**config.mk**
```make
export PLATFORM = sky130hd
export DESIGN_NAME = bkpt_watch_unit
export DESIGN_NICKNAME = d
export VERILOG_FILES = /design/src/rtl/bkpt_pkg.sv /design/src/rtl/bkpt_slot_match.sv /design/src/rtl/bkpt_regs.sv /design/src/rtl/bkpt_watch_unit.sv
export SDC_FILE = /design/constraint.sdc
export NUM_CORES = 1
export LEC_CHECK = 0
export BUFFER_PORTS_ARGS = -buffer_cell sky130_fd_sc_hd__clkbuf_2
export CORE_UTILIZATION = 50
export CTS_BUF_LIST = sky130_fd_sc_hd__clkbuf_8
export DETAILED_ROUTE_END_ITERATION = 7
export GPL_ROUTABILITY_DRIVEN = 0
export PLACE_DENSITY = 0.7
export SYNTH_ARGS = -nofsm -noshare
export SYNTH_HDL_FRONTEND = slang
export SYNTH_HIERARCHICAL = 1
export SYNTH_SLANG_ARGS = --single-unit
```
**constraint.sdc**
```tcl
create_clock -name clk -period 4.2 [get_ports clk]
set_clock_uncertainty 0.2 [all_clocks]
set_input_delay 0.63 -clock clk [delete_from_list [all_inputs] [get_ports clk]]
set_output_delay 0.63 -clock clk [all_outputs]
set_load 0.005 [all_outputs]
```
**src/rtl/bkpt_pkg.sv**
```systemverilog
package bkpt_pkg;

  typedef enum logic [1:0] {
    BT_EXEC  = 2'b00,
    BT_WRITE = 2'b01,
    BT_IO    = 2'b10,
    BT_RDWR  = 2'b11
  } bt_kind_e;

  typedef enum logic [1:0] {
    AK_FETCH = 2'b00,
    AK_READ  = 2'b01,
    AK_WRITE = 2'b10,
    AK_RSVD  = 2'b11
  } acc_kind_e;

  // low-bit mask of a watched window; the length code is not monotonic
  function automatic logic [2:0] span_mask(input logic [1:0] len);
    case (len)
      2'b00:   span_mask = 3'd0;
      2'b01:   span_mask = 3'd1;
      2'b10:   span_mask = 3'd7;
      default: span_mask = 3'd3;
    endcase
  endfunction

endpackage

```
**src/rtl/bkpt_slot_match.sv**
```systemverilog
module bkpt_slot_match
  import bkpt_pkg::*;
#(
  parameter int AW = 32
) (
  input  logic          armed,
  input  logic          fire,
  input  logic [AW-1:0] slot_addr,
  input  logic [1:0]    typ,
  input  logic [1:0]    len,
  input  logic [1:0]    kind,
  input  logic [AW-1:0] acc_addr,
  input  logic [1:0]    acc_size,
  output logic          hit
);

  localparam int XW = AW + 1;

  logic [AW-1:0] lmask, base;
  logic [XW-1:0] wend, aend;
  logic          ovl, type_ok;

  always_comb begin
    lmask = AW'(span_mask(len));
    base  = slot_addr & ~lmask;
    // one extra bit so a window at the top of the space does not wrap
    wend  = {1'b0, base} + {1'b0, lmask} + XW'(1);
    aend  = {1'b0, acc_addr} + (XW'(1) << acc_size);
    ovl   = ({1'b0, acc_addr} < wend) && ({1'b0, base} < aend);
    case (bt_kind_e'(typ))
      BT_EXEC:  type_ok = (kind == AK_FETCH) && (len == 2'b00) && (acc_addr == slot_addr);
      BT_WRITE: type_ok = (kind == AK_WRITE) && ovl;
      BT_RDWR:  type_ok = ((kind == AK_READ) || (kind == AK_WRITE)) && ovl;
      default:  type_ok = 1'b0;
    endcase
    hit = armed && fire && type_ok;
  end

endmodule

```
**src/rtl/bkpt_regs.sv**
```systemverilog
module bkpt_regs
  import bkpt_pkg::*;
#(
  parameter int NSLOT = 4,
  parameter int AW    = 32,
  parameter int DW    = 32,
  parameter int SELW  = 3
) (
  input  logic                       clk,
  input  logic                       rst_n,
  input  logic                       reg_en,
  input  logic                       reg_we,
  input  logic [SELW-1:0]            reg_sel,
  input  logic [DW-1:0]              reg_wdata,
  output logic [DW-1:0]              reg_rdata,
  input  logic                       task_switch,
  input  logic [NSLOT-1:0]           hit_vec,
  output logic [NSLOT-1:0][AW-1:0]   slot_addr,
  output logic [NSLOT-1:0]           slot_armed,
  output logic [NSLOT-1:0][1:0]      slot_typ,
  output logic [NSLOT-1:0][1:0]      slot_len,
  output logic [DW-1:0]              ctl_word,
  output logic [NSLOT-1:0]           sts_word
);

  localparam int SEL_CTL = NSLOT;
  localparam int SEL_STS = NSLOT + 1;
  localparam int FLD_LSB = 16;

  logic [NSLOT-1:0][AW-1:0] adr_q;
  logic [NSLOT-1:0][3:0]    fld_q;
  logic [NSLOT-1:0]         loc_q, glb_q, sts_q;
  logic                     wr;

  assign wr = reg_en && reg_we;

  always_ff @(posedge clk) begin
    if (!rst_n) begin
      adr_q <= '0;
      fld_q <= '0;
      loc_q <= '0;
      glb_q <= '0;
      sts_q <= '0;
    end else begin
      for (int i = 0; i < NSLOT; i++) begin
        if (wr && reg_sel == SELW'(i)) adr_q[i] <= reg_wdata[AW-1:0];
        if (wr && reg_sel == SELW'(SEL_CTL)) begin
          loc_q[i] <= reg_wdata[2*i];
          glb_q[i] <= reg_wdata[2*i+1];
          fld_q[i] <= reg_wdata[FLD_LSB+4*i +: 4];
        end
      end
      if (task_switch) loc_q <= '0;
      sts_q <= ((wr && reg_sel == SELW'(SEL_STS)) ? reg_wdata[NSLOT-1:0] : sts_q) | hit_vec;
    end
  end

  always_comb begin
    ctl_word = '0;
    for (int i = 0; i < NSLOT; i++) begin
      ctl_word[2*i]                 = loc_q[i];
      ctl_word[2*i+1]               = glb_q[i];
      ctl_word[FLD_LSB+4*i +: 4]    = fld_q[i];
    end
  end

  always_comb begin
    reg_rdata = '0;
    if (reg_en && !reg_we) begin
      for (int i = 0; i < NSLOT; i++)
        if (reg_sel == SELW'(i)) reg_rdata = DW'(adr_q[i]);
      if (reg_sel == SELW'(SEL_CTL)) reg_rdata = ctl_word;
      if (reg_sel == SELW'(SEL_STS)) reg_rdata = DW'(sts_q);
    end
  end

  for (genvar g = 0; g < NSLOT; g++) begin : g_out
    assign slot_addr[g]  = adr_q[g];
    assign slot_armed[g] = loc_q[g] | glb_q[g];
    assign slot_typ[g]   = fld_q[g][1:0];
    assign slot_len[g]   = fld_q[g][3:2];
  end

  assign sts_word = sts_q;

endmodule

```
**src/rtl/bkpt_watch_unit.sv**
```systemverilog
module bkpt_watch_unit
  import bkpt_pkg::*;
#(
  parameter int NSLOT = 4,
  parameter int AW    = 32,
  parameter int DW    = 32,
  parameter int SELW  = 3
) (
  input  logic            clk,
  input  logic            rst_n,
  input  logic            acc_valid,
  output logic            acc_ready,
  input  logic [1:0]      acc_kind,
  input  logic [AW-1:0]   acc_addr,
  input  logic [1:0]      acc_size,
  input  logic            reg_en,
  input  logic            reg_we,
  input  logic [SELW-1:0] reg_sel,
  input  logic [DW-1:0]   reg_wdata,
  output logic [DW-1:0]   reg_rdata,
  input  logic            task_switch,
  output logic            dbg_exc
);

  logic                     rdy_q, exc_q, acc_fire;
  logic [NSLOT-1:0][AW-1:0] slot_addr;
  logic [NSLOT-1:0][1:0]    slot_typ, slot_len;
  logic [NSLOT-1:0]         slot_armed, slot_hit, sts_q;
  logic [DW-1:0]            ctl_q;

  assign acc_fire = acc_valid && rdy_q;

  bkpt_regs #(.NSLOT(NSLOT), .AW(AW), .DW(DW), .SELW(SELW)) u_regs (
    .clk        (clk),
    .rst_n      (rst_n),
    .reg_en     (reg_en),
    .reg_we     (reg_we),
    .reg_sel    (reg_sel),
    .reg_wdata  (reg_wdata),
    .reg_rdata  (reg_rdata),
    .task_switch(task_switch),
    .hit_vec    (slot_hit),
    .slot_addr  (slot_addr),
    .slot_armed (slot_armed),
    .slot_typ   (slot_typ),
    .slot_len   (slot_len),
    .ctl_word   (ctl_q),
    .sts_word   (sts_q)
  );

  for (genvar g = 0; g < NSLOT; g++) begin : g_slot
    bkpt_slot_match #(.AW(AW)) u_match (
      .armed    (slot_armed[g]),
      .fire     (acc_fire),
      .slot_addr(slot_addr[g]),
      .typ      (slot_typ[g]),
      .len      (slot_len[g]),
      .kind     (acc_kind),
      .acc_addr (acc_addr),
      .acc_size (acc_size),
      .hit      (slot_hit[g])
    );
  end

  always_ff @(posedge clk) begin
    if (!rst_n) begin
      rdy_q <= 1'b0;
      exc_q <= 1'b0;
    end else begin
      rdy_q <= 1'b1;
      exc_q <= |slot_hit;
    end
  end

  assign acc_ready = rdy_q;
  assign dbg_exc   = exc_q;

endmodule

```
==> flow_metrics.env <==
export IMPL_status="complete, but fails checks"
export IMPL_violations="negative setup slack"
export IMPL_coreArea_mm2=0.03973
export IMPL_crit_required_ns=4.40
export IMPL_vdd_drop_max_mv=0.1355
export IMPL_cp_startpoint="acc_addr[0]"
export IMPL_cts_hold_buffers_added=0
export IMPL_overflow=0
export IMPL_syn_num_nets=2868
export IMPL_setup_violations=5
export IMPL_drive_above_1_share_pct=23.50
export IMPL_pwr_density_cell_mw_per_mm2=168.3
export IMPL_slowest_stage="or4_1"
export IMPL_grt_use_total_pct=40.82
export IMPL_worstMarginPinSlew_ns=0.9917
export IMPL_port_buffers=110
export IMPL_r2r_cells=18
export IMPL_rsz0062_at_grt="true"
export IMPL_grt_pass1_wl_um=127500
export IMPL_cts_tree="done"
export IMPL_hold_violations=0
export IMPL_drc=0
export IMPL_layout_common_cells="buf_4, ha_1, xor2_1"
export IMPL_antenna_left=0
export IMPL_period_needed_ns=4.340
export IMPL_drv_slew=0
export IMPL_hpwlAfterDp_um=67080
export IMPL_holdCritPathClass="primary input to flip-flop"
export IMPL_synthCells=2511
export IMPL_fp_dieH_um=202.9
export IMPL_place_ws_ns=-0.7177
export IMPL_cts_clk_slew_worst_paths_ns=0.10
export IMPL_p_leak_nw=10.60
export IMPL_drv_cap=0
export IMPL_cts_buffers=17
export IMPL_r2r_start="u_regs/ctl_word[22]$_SDFFE_PN0P_"
export IMPL_slowest_delay_ns=0.54
export IMPL_die_area_mm2=0.04115
export IMPL_crit_path_end_kind="flip-flop"
export IMPL_vias=22610
export IMPL_fin_area_mm2=0.02472
export IMPL_root_buffer="clkbuf_8"
export IMPL_drtIter0Drc=2719
export IMPL_vias_per_cell=6.523
export IMPL_syn_area_per_cell_um2=8.033
export IMPL_core_rowCount=73
export IMPL_worstSetupPathType="primary input to flip-flop"
export IMPL_path_buf_inv=2
export IMPL_diodes=0
export IMPL_fill_cells=3443
export IMPL_cts_sinks=158
export IMPL_cp_arrival_ns=4.54
export IMPL_wl_per_cell_um=24.55
export IMPL_start_util_pct=50.77
export IMPL_period_share_pct=103.3
export IMPL_placed_area_mm2=0.02402
export IMPL_yosysWarningCount=6
export IMPL_hold_start="reg_wdata[8]"
export IMPL_clockBufferDepth=2
export IMPL_die_width_um=202.9
export IMPL_crit_chain="buf_2 -> ha_2 -> inv_1 -> fa_2 -> nor2b_4 -> o21ai_4 -> a21o_4 -> or4_4 -> xor2_1 -> ha_1 -> nand4_1 -> nor4_2 -> nand3_1 -> o211ai_1 -> a211oi_4 -> or4_1 -> o311a_1"
export IMPL_first_pass_iters=6
export IMPL_finalNetCount=3285
export IMPL_crit_fanout=6
export IMPL_grt_antenna_before_repair=2
export IMPL_wirelength_um=85080
export IMPL_setup_ws_ns=-0.1396
export IMPL_insertion_delay_ns=0.52
export IMPL_cpLargestDelayFamily="simple AND/OR/NAND/NOR gates"
export IMPL_final_common_cell="buf_4"
export IMPL_synthesis_area_mm2=0.02017
export IMPL_grt_max_degree=75
export IMPL_path_depth=17
export IMPL_worstSetupStartpointType="primary input"
export IMPL_syn_to_final_growth_pct=22.56
export IMPL_io_pins=111
export IMPL_htreeDepth=4
export IMPL_fmax_ghz=0.2304
export IMPL_relSlewSlack_pct=33.32
export IMPL_hold_path_depth=3
export IMPL_grt_pass1_vias=21960
[state kept, by name, summed over array words and instances, names as in the netlist]
signal            cells
u_regs/ctl_word      16
dbg_exc               1
u_regs/loc_q          4
acc_ready             1
u_regs/glb_q          4
u_regs/slot_addr    128
u_regs/sts_word       4
[stage by stage]
stage / TNS (ns) / total power, mW / util (%) / cells / hold WS (ns)
finish: -0.4113 / 4.161 / 62.22 / 3466 / 0.2086
global route: -1.136 / 4.291 / 62.22 / 3466 / 0.2277
CTS: -0.08242 / 4.093 / 61.93 / 3466 / 0.1937
floorplan: -0.4856 / 2.217 / - / 2511 / 0.2584
global placement: -2.825 / 2.776 / 60.45 / 3433 / 0.2730
detailed placement: -3.314 / 2.820 / 60.45 / 3433 / 0.2894
[worst min-delay path, delay by kind of cell]
kind,cells,cell delay (ns)
buffers and inverters,1,0.11
AOI/OAI and AO/OA,1,0.07
and+or+nand+nor,1,0.07
[routing by layer]
| metal | global-route usage [%] | wire length [um] | share of wire, % |
|---|---|---|---|
| met5 | 0 | 23 | 0.027 |
| met2 | 61.77 | 36170 | 43 |
| met1 | 50.22 | 31950 | 38 |
| met3 | 9.647 | 9638 | 11 |
| met4 | 30.67 | 7292 | 8.6 |
[power by group]
| group | total (mW) | leakage (nW) | internal (mW) | switching (mW) |
|---|---|---|---|---|
| Combinational | 1.33 | 9.11 | 0.515 | 0.813 |
| Sequential | 1.54 | 1.28 | 1.51 | 0.0245 |
| Clock | 1.29 | 0.208 | 0.567 | 0.727 |
| Total | 4.16 | 10.6 | 2.60 | 1.56 |
[layout make-up]
cell class,count,area (um2),share of cell area [%]
multi-input combinational,2191,16560,66.97
sequential,158,3186,12.89
timing repair buffer,518,3745,15.15
clock inverter,14,172.7,0.6984
inverter,42,157.7,0.6377
clock buffer,18,247.7,1.002
tap,525,656.9,2.657
[path summary, 6_finish.rpt]
path / to / slack, ns
max: u_regs/sts_word[3]$_SDFF_PN0_ / -0.14
min: u_regs/slot_addr[40]$_SDFFE_PN0P_ / 0.21
max reg2reg: u_regs/sts_word[1]$_SDFF_PN0_ / -0.07
min reg2reg: u_regs/loc_q[2]$_SDFFE_PP0P_ / 0.31
[timing repair]
action,in CTS,in global routing
gates cloned,1,0
endpoints found under the setup margin,5,5
setup buffers,1,1
resized for setup,40,26
pin swaps,8,18
Power figures use the tool's default switching activity.
